### config.mk
export PLATFORM = sky130hd
export DESIGN_NAME = cascade_sram_rd_seq
export DESIGN_NICKNAME = d
export VERILOG_FILES = /design/src/rtl/csrs_pkg.sv /design/src/rtl/csrs_decode.sv /design/src/rtl/csrs_sched.sv /design/src/rtl/cascade_sram_rd_seq.sv
export SDC_FILE = /design/constraint.sdc
export NUM_CORES = 1
export LEC_CHECK = 0
export ABC_AREA = 1
export CORE_MARGIN = 2
export CORE_UTILIZATION = 41
export DETAILED_ROUTE_END_ITERATION = 6
export PLACE_DENSITY = 0.93
export SLEW_MARGIN = 20
export SYNTH_ARGS = -nofsm -noshare
export SYNTH_HDL_FRONTEND = slang
export SYNTH_HIERARCHICAL = 1
export SYNTH_SLANG_ARGS = --single-unit
### constraint.sdc
create_clock -name clk -period 3.2 [get_ports clk]
set_clock_uncertainty 0.05 [all_clocks]
set_input_delay 0.64 -clock clk [delete_from_list [all_inputs] [get_ports clk]]
set_output_delay 0.64 -clock clk [all_outputs]
set_load 0.05 [all_outputs]
### src/rtl/csrs_pkg.sv
package csrs_pkg;

    localparam int DQ_W   = 72;
    localparam int CMD_W  = 11;
    localparam int ID_W   = 5;
    localparam int SADR_W = 24;
    localparam int HI_W   = 3;
    localparam int LOW_W  = SADR_W - HI_W;
    localparam int SEL_LO = 19;
    localparam int ID_LO  = 21;
    localparam int HI_LO  = 6;
    localparam int CYC_W  = 4;

    localparam logic [1:0] RD_CODE    = 2'b00;
    localparam logic [1:0] SRAM_SPACE = 2'b10;

    localparam logic [CYC_W-1:0] CYC_START    = 4'd2;
    localparam logic [CYC_W-1:0] CYC_DQ_FIRST = 4'd4;
    localparam logic [CYC_W-1:0] CYC_DQ_LAST  = 4'd7;
    localparam logic [CYC_W-1:0] CYC_STROBE   = 4'd7;
    localparam logic [CYC_W-1:0] CYC_ACK_LO   = 4'd8;
    localparam logic [CYC_W-1:0] CYC_ACK_HI   = 4'd9;
    localparam logic [CYC_W-1:0] CYC_LAST     = 4'd10;

    typedef struct packed {
        logic              hit;
        logic [SADR_W-1:0] addr;
        logic [DQ_W-1:0]   word;
    } req_t;

    typedef struct packed {
        logic dq_oe;
        logic rd;
        logic ack_oe;
        logic ack;
    } drive_t;

    function automatic logic is_read(input logic valid, input logic [1:0] code);
        return valid && (code == RD_CODE);
    endfunction

    function automatic logic targets_me(input logic [DQ_W-1:0] dq, input logic [ID_W-1:0] id);
        return (dq[SEL_LO +: 2] == SRAM_SPACE) && (dq[ID_LO +: ID_W] == id);
    endfunction

    function automatic drive_t sched_drive(input logic [CYC_W-1:0] cyc);
        drive_t d;
        d.dq_oe  = (cyc >= CYC_DQ_FIRST) && (cyc <= CYC_DQ_LAST);
        d.rd     = (cyc == CYC_STROBE);
        d.ack_oe = (cyc >= CYC_ACK_LO) && (cyc <= CYC_LAST);
        d.ack    = (cyc == CYC_ACK_HI);
        return d;
    endfunction

endpackage

### src/rtl/csrs_decode.sv
module csrs_decode
    import csrs_pkg::*;
(
    input  logic             clk,
    input  logic             rst,
    input  logic             busy,
    input  logic [ID_W-1:0]  dev_id,
    input  logic             cmd_valid,
    input  logic [CMD_W-1:0] cmd,
    input  logic [DQ_W-1:0]  dq_i,
    output logic             start,
    output req_t             req
);

    logic in_phase_b;
    logic unused_cmd_bits;

    assign unused_cmd_bits = ^{cmd[CMD_W-1:HI_LO+HI_W], cmd[HI_LO-1:2]};

    always_ff @(posedge clk) begin
        if (rst) begin
            in_phase_b <= 1'b0;
            req        <= '0;
        end else if (in_phase_b) begin
            in_phase_b <= 1'b0;
        end else if (!busy && is_read(cmd_valid, cmd[1:0])) begin
            in_phase_b <= 1'b1;
            req.hit    <= targets_me(dq_i, dev_id);
            req.addr   <= {cmd[HI_LO +: HI_W], dq_i[LOW_W-1:0]};
            req.word   <= dq_i;
        end
    end

    assign start = in_phase_b && is_read(cmd_valid, cmd[1:0]);

endmodule

### src/rtl/csrs_sched.sv
module csrs_sched
    import csrs_pkg::*;
(
    input  logic   clk,
    input  logic   rst,
    input  logic   start,
    input  logic   hit,
    output logic   busy,
    output drive_t drv
);

    logic             running;
    logic             selected;
    logic [CYC_W-1:0] cyc;

    always_ff @(posedge clk) begin
        if (rst) begin
            running  <= 1'b0;
            selected <= 1'b0;
            cyc      <= '0;
        end else if (running) begin
            if (cyc == CYC_LAST) begin
                running  <= 1'b0;
                selected <= 1'b0;
                cyc      <= '0;
            end else begin
                cyc <= cyc + 1'b1;
            end
        end else if (start) begin
            running  <= 1'b1;
            selected <= hit;
            cyc      <= CYC_START;
        end
    end

    assign busy = running;

    always_comb begin
        if (running && selected) drv = sched_drive(cyc);
        else                     drv = '0;
    end

endmodule

### src/rtl/cascade_sram_rd_seq.sv
module cascade_sram_rd_seq
    import csrs_pkg::*;
(
    input  logic              clk,
    input  logic              rst,
    input  logic [ID_W-1:0]   dev_id,
    input  logic              cmd_valid,
    input  logic [CMD_W-1:0]  cmd,
    input  logic [DQ_W-1:0]   dq_i,
    output logic [DQ_W-1:0]   dq_o,
    output logic              dq_oe,
    output logic              ack_o,
    output logic              ack_oe,
    output logic [SADR_W-1:0] sram_addr,
    output logic              sram_rd
);

    logic   busy;
    logic   start;
    req_t   req;
    drive_t drv;

    csrs_decode i_decode (
        .clk       (clk),
        .rst       (rst),
        .busy      (busy),
        .dev_id    (dev_id),
        .cmd_valid (cmd_valid),
        .cmd       (cmd),
        .dq_i      (dq_i),
        .start     (start),
        .req       (req)
    );

    csrs_sched i_sched (
        .clk   (clk),
        .rst   (rst),
        .start (start),
        .hit   (req.hit),
        .busy  (busy),
        .drv   (drv)
    );

    assign dq_o      = req.word;
    assign sram_addr = req.addr;
    assign dq_oe     = drv.dq_oe;
    assign sram_rd   = drv.rd;
    assign ack_oe    = drv.ack_oe;
    assign ack_o     = drv.ack;

endmodule

Word level (Yosys, flattened, before mapping)
Cells that the tools add are included.
- register bits: 104
- input bits: 91
- output and inout bits: 100
- word-level logic and storage cells: 43
- $add $sub $neg: 1
- magnitude comparators: 4
- eq/ne operators: 6
- muxes and demuxes: 11
- bitwise operators: 1
- reductions and logical operators: 13
- operators with widths (cell ; number):
    4-bit two-way mux ; 4
    4-bit == test, second input constant ; 2
    1-bit logical AND ; 7
    1-bit two-way mux ; 7
    5-bit == test ; 1
    4-bit by 1-bit adder with 4-bit output, second input constant ; 1
    4-bit by 3-bit == test with 1-bit output, second input constant ; 1
    4-bit by 3-bit >= comparator with 1-bit output, second input constant ; 1
    4-bit >= comparator, second input constant ; 1
    4-bit by 3-bit <= comparator with 1-bit output, second input constant ; 1
    4-bit <= comparator, second input constant ; 1
    2-bit AND reduction ; 2
    2-bit == test, second input constant ; 1
    2-bit logical NOT ; 1
    2-bit inequality test, second input constant ; 1
    2-bit nonzero test ; 1
    2-bit OR reduction ; 1
    1-bit logical NOT ; 1
    1-bit NOT ; 1

Longest topological paths before layout
Gate-level depths: netlist of run 1.
- word-level depth: 5
- mapped depth: 7
- depth with buffers taken out: 6

Cells and area by module
Netlist of run 1, hierarchy kept.
- by module, submodules not included (module ; times used ; cells each ; area each (um2) ; seq. area each (um2)):
    csrs_decode ; 1 ; 387 ; 2949.1 ; 1541.5
    csrs_sched ; 1 ; 50 ; 351.6 ; 120.1

Worst setup path before layout of run 1
Ideal clock, no wire load.
- path type: register to output
- start point: reg i_sched.cyc[0]
- end point: out sram_rd
- data arrival time: 1.754 ns
- data required time: 2.510 ns
- path slack: 0.756 ns
- cell stages (with the launch flop): 3
- path buffers: 0
- cell sequence: dfxtp_1 > ha_1 > nor3b_1
- word-level cells in the longest chain between the ends: 2
- ends and longest elaborated chain (element ; RTL line ; source):
    start, declared ; csrs_sched.sv:14 ; logic [CYC_W-1:0] cyc;
    start signal, assigned ; csrs_sched.sv:27 ; cyc <= cyc + 1'b1;
    4-bit by 3-bit == test with 1-bit output ; csrs_pkg.sv:49 ; d.rd = (cyc == CYC_STROBE);
    4-bit two-way mux ; csrs_sched.sv:39 ; if (running && selected) drv = sched_drive(cyc);
    end, declared ; cascade_sram_rd_seq.sv:15 ; output logic sram_rd
Every way passes these cells.

Final worst setup path of run 1
Ends and elaborated chain as after synthesis.

==> metrics.csv, run 1 <==
metric,value,unit
critical_path.max_stage_delay,0.84,ns
synth_top_area_share,50.3,%
regArea,1660,sq um
synth.cell_area,3300,sq um
ctsLongestPathBuffers,2,
ys_seq_area_share,50.3,%
worst_pin_slew,0.775,ns
synth_cell_types,21,
synthFlopType,dfxtp_1,
hold_path_class,reg2reg,
io_pins,191,
diodes,0,
maxCapViolCount,0,
ctsHoldBuffers,0,
via_per_inst,4.77,
fmaxAchievable,0.366,GHz
fin_crit_sh,85.5,%
finalNetCount,683,
static-leakage-power,1.87,nW
path_delay_family,buffers and inverters,
nFillCells,621,
finalSetupTns,0,ns
synth_area_per_cell,7.55,sq um
dp.cells,680,
die-area,8780,sq um
cts_tree,built,
core,7770,sq um
path_class,reg2out,
finalHoldViolCount,0,
gp_congestion,0.888,
clkLatencyLatePin,0.33,ns
cp.arrival,2.05,ns
synthArstFlopShare,0,%
hpwl,6760,microns
grt-ovfl-total,0,
crit_fanout,7,
clk_pin_slew,0.08,ns
yosysTopAreaCell,dfxtp_1,
status,completed,
firstDrtPassIters,4,
cp-end-kind,output pin,
cts_sinks,83,
cellPowerDensity,440,nW/um^2
vias,3312,
yosysWarningCount,6,
initial_core_util,42.5,%
multi_input_area,1260,sq um
post-cts-setup-buffers,0,
setup_viol,0,
wl,9300,microns
slew_headroom,48.3,%
cts_made_buffers,9,
port-buffer-count,184,
yosysMostFrequentCell,nand2_1,
crit_buf_inv,1,
die_x,93.7,microns
drive_gt1_share,3.71,%
wire_per_inst,13.4,microns
htree_num_levels,3,
row_count,32,
fin_crit,2.74,ns
synth-seq-cells,83,
fin_cells,695,
area_growth,57.9,%
grt_pass1_vias,3196,
ant_nets,0,
cp-start-kind,register,
crit_required,2.51,ns
track_usage,20.7,%
drt_iter0_drc,130,
yosys-top-cells-count,"nand2_1, dfxtp_1, a21oi_1, buf_4, inv_1",
slew_viol_final,0,
path_cells,ha_1 > nor3b_1 > clkdlybuf4s50_1,
grt_max_degree,61,
cts_resized,0,
antenna_found_initial,0,
root_buffer,clkbuf_8,
grt_pass1_wl,14600,microns
fp.dieH,93.7,microns
synth_cells,437,
synth.area.top_cells,"dfxtp_1, nand2_1, a21oi_1, buf_4, buf_6",
crit_slowest_cell,clkdlybuf4s50_1,
drc,0,
synth_edf_count,0,
ir_drop,0.342,mV
grt_setup_unrepaired,false,
synth_nets,531,
per-layer routing:
layer / track usage [%] / up-vias / wire length, microns
li1: - / 1661 / -
met1: 23.0 / 1523 / 3600
met2: 37.1 / 120 / 4900
met3: 5.86 / 8 / 701
met4: 7.97 / 0 / 105
met5: 0 / - / 0
cell type report:
cell class                 instances  area share [%]
multi-input combinational        289            24.1
sequential                        83            31.9
clock buffer                      11            2.52
inverter                          18            1.30
timing repair buffer             188            36.3
clock inverter                     4            1.46
tap                              102            2.45
kinds of logic after synthesis:
kind of cell	share of synthesized area, %
adder cells (fa/ha/maj)	1.14
XOR/XNOR	0.265
flip-flops	50.3
buffers and inverters	11.6
AO/OA/AOI/OAI	13.0
AND/OR/NAND/NOR	23.7
path summary, 6_finish.rpt:
check	startpoint	end	slack (ns)	cells past startpoint
min reg2reg	i_decode/req[33]$_SDFFE_PP0P_	i_decode/req[33]$_SDFFE_PP0P_	0.42	2
max	i_sched/cyc[0]$_SDFFE_PP0P_	sram_rd	0.46	3
max reg2reg	i_sched/busy$_SDFF_PP0_	i_decode/req[74]$_SDFFE_PP0P_	1.55	6
min	i_decode/req[33]$_SDFFE_PP0P_	i_decode/req[33]$_SDFFE_PP0P_	0.42	2
worst register-to-register path, cell delays in order, from the launching register on:
cell and delay [ns]:
dfxtp_1 0.40, nor2_1 0.16, nand3_2 0.15, inv_2 0.26, buf_12 0.31, nand2_1 0.09, a21oi_1 0.15
per-stage QoR:
| step | hold slack [ns] | cell area [sq um] | utilization (%) | total power [mW] | worst slack (ns) |
|---|---|---|---|---|---|
| after detailed placement | 0.406 | 5000 | 64.4 | 1.53 | 0.834 |
| final | 0.418 | 5210 | 67.1 | 2.29 | 0.464 |
| after floorplan | 0.395 | 3300 | - | 1.34 | 0.756 |
| after global routing | 0.436 | 5210 | 67.1 | 2.38 | 0.334 |
| after global placement | 0.400 | 5000 | 64.4 | 1.52 | 0.858 |
| after CTS | 0.419 | 5210 | 67.1 | 2.32 | 0.460 |
layout by cell type, fill, tap and decap left out:
cell type	Yosys	final
a21oi_1	82	82
nand3_1	8	8
clkinv_4	0	1
clkinvlp_4	0	1
clkbuf_1	12	2
inv_2	1	1
buf_4	21	2
dfxtp_1	83	83
nand2_1	174	174
and3_1	1	1
bufinv_16	0	2
nor2_1	12	12
inv_1	17	17
a21oi_2	1	1
nand3_2	1	1
xor2_1	1	1
nor3b_1	1	1
nand4_1	2	2
ha_1	3	3
clkdlybuf4s50_1	0	183
o21ai_0	2	2
nor2_2	1	1
buf_2	6	1
buf_12	0	2
clkbuf_8	0	9
flip-flops by register name (all words and copies together) (netlist names):
signal and cells:
i_sched/selected 1, i_decode/in_phase_b 1, i_sched/busy 1, i_decode/req 76, i_sched/cyc 4
where the power goes:
part | total (mW) | internal [mW] | switching [mW]
registers | 1.08 | 1.06 | 0.0187
logic | 0.418 | 0.181 | 0.237
clock network | 0.794 | 0.438 | 0.356
total | 2.29 | 1.68 | 0.611
Power figures use the tool's default switching activity.
==> run 2, diff against run 1 <==
--- a/config.mk
+++ b/config.mk
@@ -9,6 +9,7 @@
 export CORE_MARGIN = 2
 export CORE_UTILIZATION = 41
 export DETAILED_ROUTE_END_ITERATION = 6
+export GPL_TIMING_DRIVEN = 0
 export PLACE_DENSITY = 0.93
 export SLEW_MARGIN = 20
 export SYNTH_ARGS = -nofsm -noshare
==> metrics.csv, run 2 (synthesized netlist as in run 1, its figures left out) <==
metric,value,unit
core,7770,sq um
top_regs,"i_decode/req (76), i_sched/cyc (4)",
cp-end-kind,output pin,
drc,0,
finalHoldViolCount,0,
fp.dieH,93.7,microns
fin_cells,739,
vias,3488,
swShare,26.3,%
rrSetupSlack,1.77,ns
grt_busiest_layer,met2,
ctsHoldBuffers,0,
maxCapViolCount,0,
met2_usage,40.0,%
antenna_found_initial,0,
r2r_cells,6,
hold_depth,2,
wire_per_inst,13.4,microns
clk_pin_slew,0.08,ns
reg2reg_to,i_decode/req[40]$_SDFFE_PP0P_,
io_pins,191,
grt_max_degree,14,
track_usage,22.1,%
path_class,reg2out,
initial_core_util,42.5,%
fmaxAchievable,0.361,GHz
grt_setup_unrepaired,false,
dp.cells,723,
crit_fanout,7,
ctsLongestPathBuffers,2,
grtUsageMet1,23.8,%
die_x,93.7,microns
path_cells,ha_1 > nor3b_1 > clkdlybuf4s50_1,
crit_required,2.51,ns
cts_made_buffers,9,
via_per_inst,4.72,
p_clk_share,35.5,%
post-cts-setup-buffers,0,
mostFrequentLayoutCell,clkdlybuf4s50_1,
fin_crit_sh,86.6,%
finalNetCount,726,
status,completed,
wl,9920,microns
fin_crit,2.77,ns
hpwl,7770,microns
min_from,i_decode/req[46]$_SDFFE_PP0P_,
drive_gt1_share,8.32,%
firstDrtPassIters,4,
port-buffer-count,184,
drt_iter0_drc,108,
nFillCells,599,
cts_resized,0,
most-common-layout-cells,"clkdlybuf4s50_1, nand2_1, dfxtp_1",
hold_end,i_decode/req[46]$_SDFFE_PP0P_,
setup_viol,0,
critical_path.max_stage_delay,0.84,ns
ir_drop,0.276,mV
cellPowerDensity,430,nW/um^2
die-area,8780,sq um
largest_register,i_decode/req,
grt_pass1_vias,3342,
p_sw,0.621,mW
gp_congestion,0.789,
htree_num_levels,3,
p_int,1.74,mW
static-leakage-power,2.05,nW
cp.arrival,2.08,ns
slew_headroom,64.2,%
crit_slowest_cell,clkdlybuf4s50_1,
row_count,32,
root_buffer,clkbuf_8,
grt_pass1_wl,15400,microns
use_met3,6.42,%
cts_tree,built,
ant_nets,0,
finalSetupTns,0,ns
largest_reg_flops,76,
slew_viol_final,0,
cp-start-kind,register,
clkLatencyLatePin,0.33,ns
cts_sinks,83,
power.share.sequential,45.8,%
diodes,0,
worst_pin_slew,0.535,ns
hold_path_class,reg2reg,
grt-ovfl-total,0,
reg2reg_from,i_decode/in_phase_b$_SDFF_PP0_,
pwr-share-comb,18.7,%
area_growth,66.6,%
==> run 2: cell count changes in the layout (fill, tap and decap cells not counted), sizes merged <==
cell           before  now
buf                 5   35
clkbuf             11   24
clkdlybuf4s50     183  184
==> run 2: worst max-delay path: cells and delay by family, from the launching register on <==
family / cells / cell delay (ns)
buf+inv: 1 / 0.84
flops: 1 / 0.47
fa+ha+maj: 1 / 0.23
simple gates: 1 / 0.20
==> run 2: per-stage QoR <==
stage	setup WS (ns)	power, mW	hold slack (ns)	instance area (sq um)	utilization (%)
floorplan	0.756	1.34	0.395	3300	-
global placement	0.742	1.54	0.401	5270	67.8
detailed placement	0.702	1.55	0.405	5270	67.8
CTS	0.419	2.39	0.417	5500	70.8
global route	0.303	2.46	0.432	5500	70.8
finish	0.429	2.36	0.416	5500	70.8
==> run 2: power groups by stage <==
stage | Clock, mW | Combinational (mW) | Sequential, mW
after global routing | 0.910 | 0.467 | 1.09
final | 0.839 | 0.442 | 1.08
after global placement | 0 | 0.434 | 1.10
after detailed placement | 0 | 0.442 | 1.11
after CTS | 0.860 | 0.444 | 1.08
after floorplan | 0 | 0.127 | 1.21
==> run 2: area by class of cell <==
type                       count  area (sq um)  area share [%]
buffer                        47           315            5.74
sequential                    83          1660            30.2
clock inverter                 4          72.6            1.32
multi-input combinational    289          1260            22.8
tap                          102           128            2.32
timing repair buffer         184          1840            33.5
clock buffer                  12           155            2.82
inverter                      18          67.6            1.23
==> run 2: metal layers <==
layer,up-vias,routed length [microns]
met5,-,0
met4,0,162
met3,12,833
met2,147,5140
met1,1583,3790
li1,1746,-
==> run 2: worst max path at each step <==
| stage | startpoint | endpoint | slack, ns | cells past startpoint |
|---|---|---|---|---|
| global placement | rst | i_decode/req[31]$_SDFFE_PP0P_ | 0.74 | 5 |
| detailed placement | rst | i_decode/req[29]$_SDFFE_PP0P_ | 0.70 | 5 |
| finish | i_sched/cyc[0]$_SDFFE_PP0P_ | sram_rd | 0.43 | 3 |
| floorplan | i_sched/cyc[0]$_SDFFE_PP0P_ | sram_rd | 0.76 | 2 |
| CTS | i_sched/cyc[0]$_SDFFE_PP0P_ | sram_rd | 0.42 | 3 |
| global route | i_sched/cyc[0]$_SDFFE_PP0P_ | sram_rd | 0.30 | 3 |
==> run 3, diff against run 2 <==
--- a/config.mk
+++ b/config.mk
@@ -11,7 +11,6 @@
 export DETAILED_ROUTE_END_ITERATION = 6
 export GPL_TIMING_DRIVEN = 0
 export PLACE_DENSITY = 0.93
-export SLEW_MARGIN = 20
 export SYNTH_ARGS = -nofsm -noshare
 export SYNTH_HDL_FRONTEND = slang
 export SYNTH_HIERARCHICAL = 1
==> results of run 3 <==
No change in the layout: final DEF, timing and power equal those of run 2.
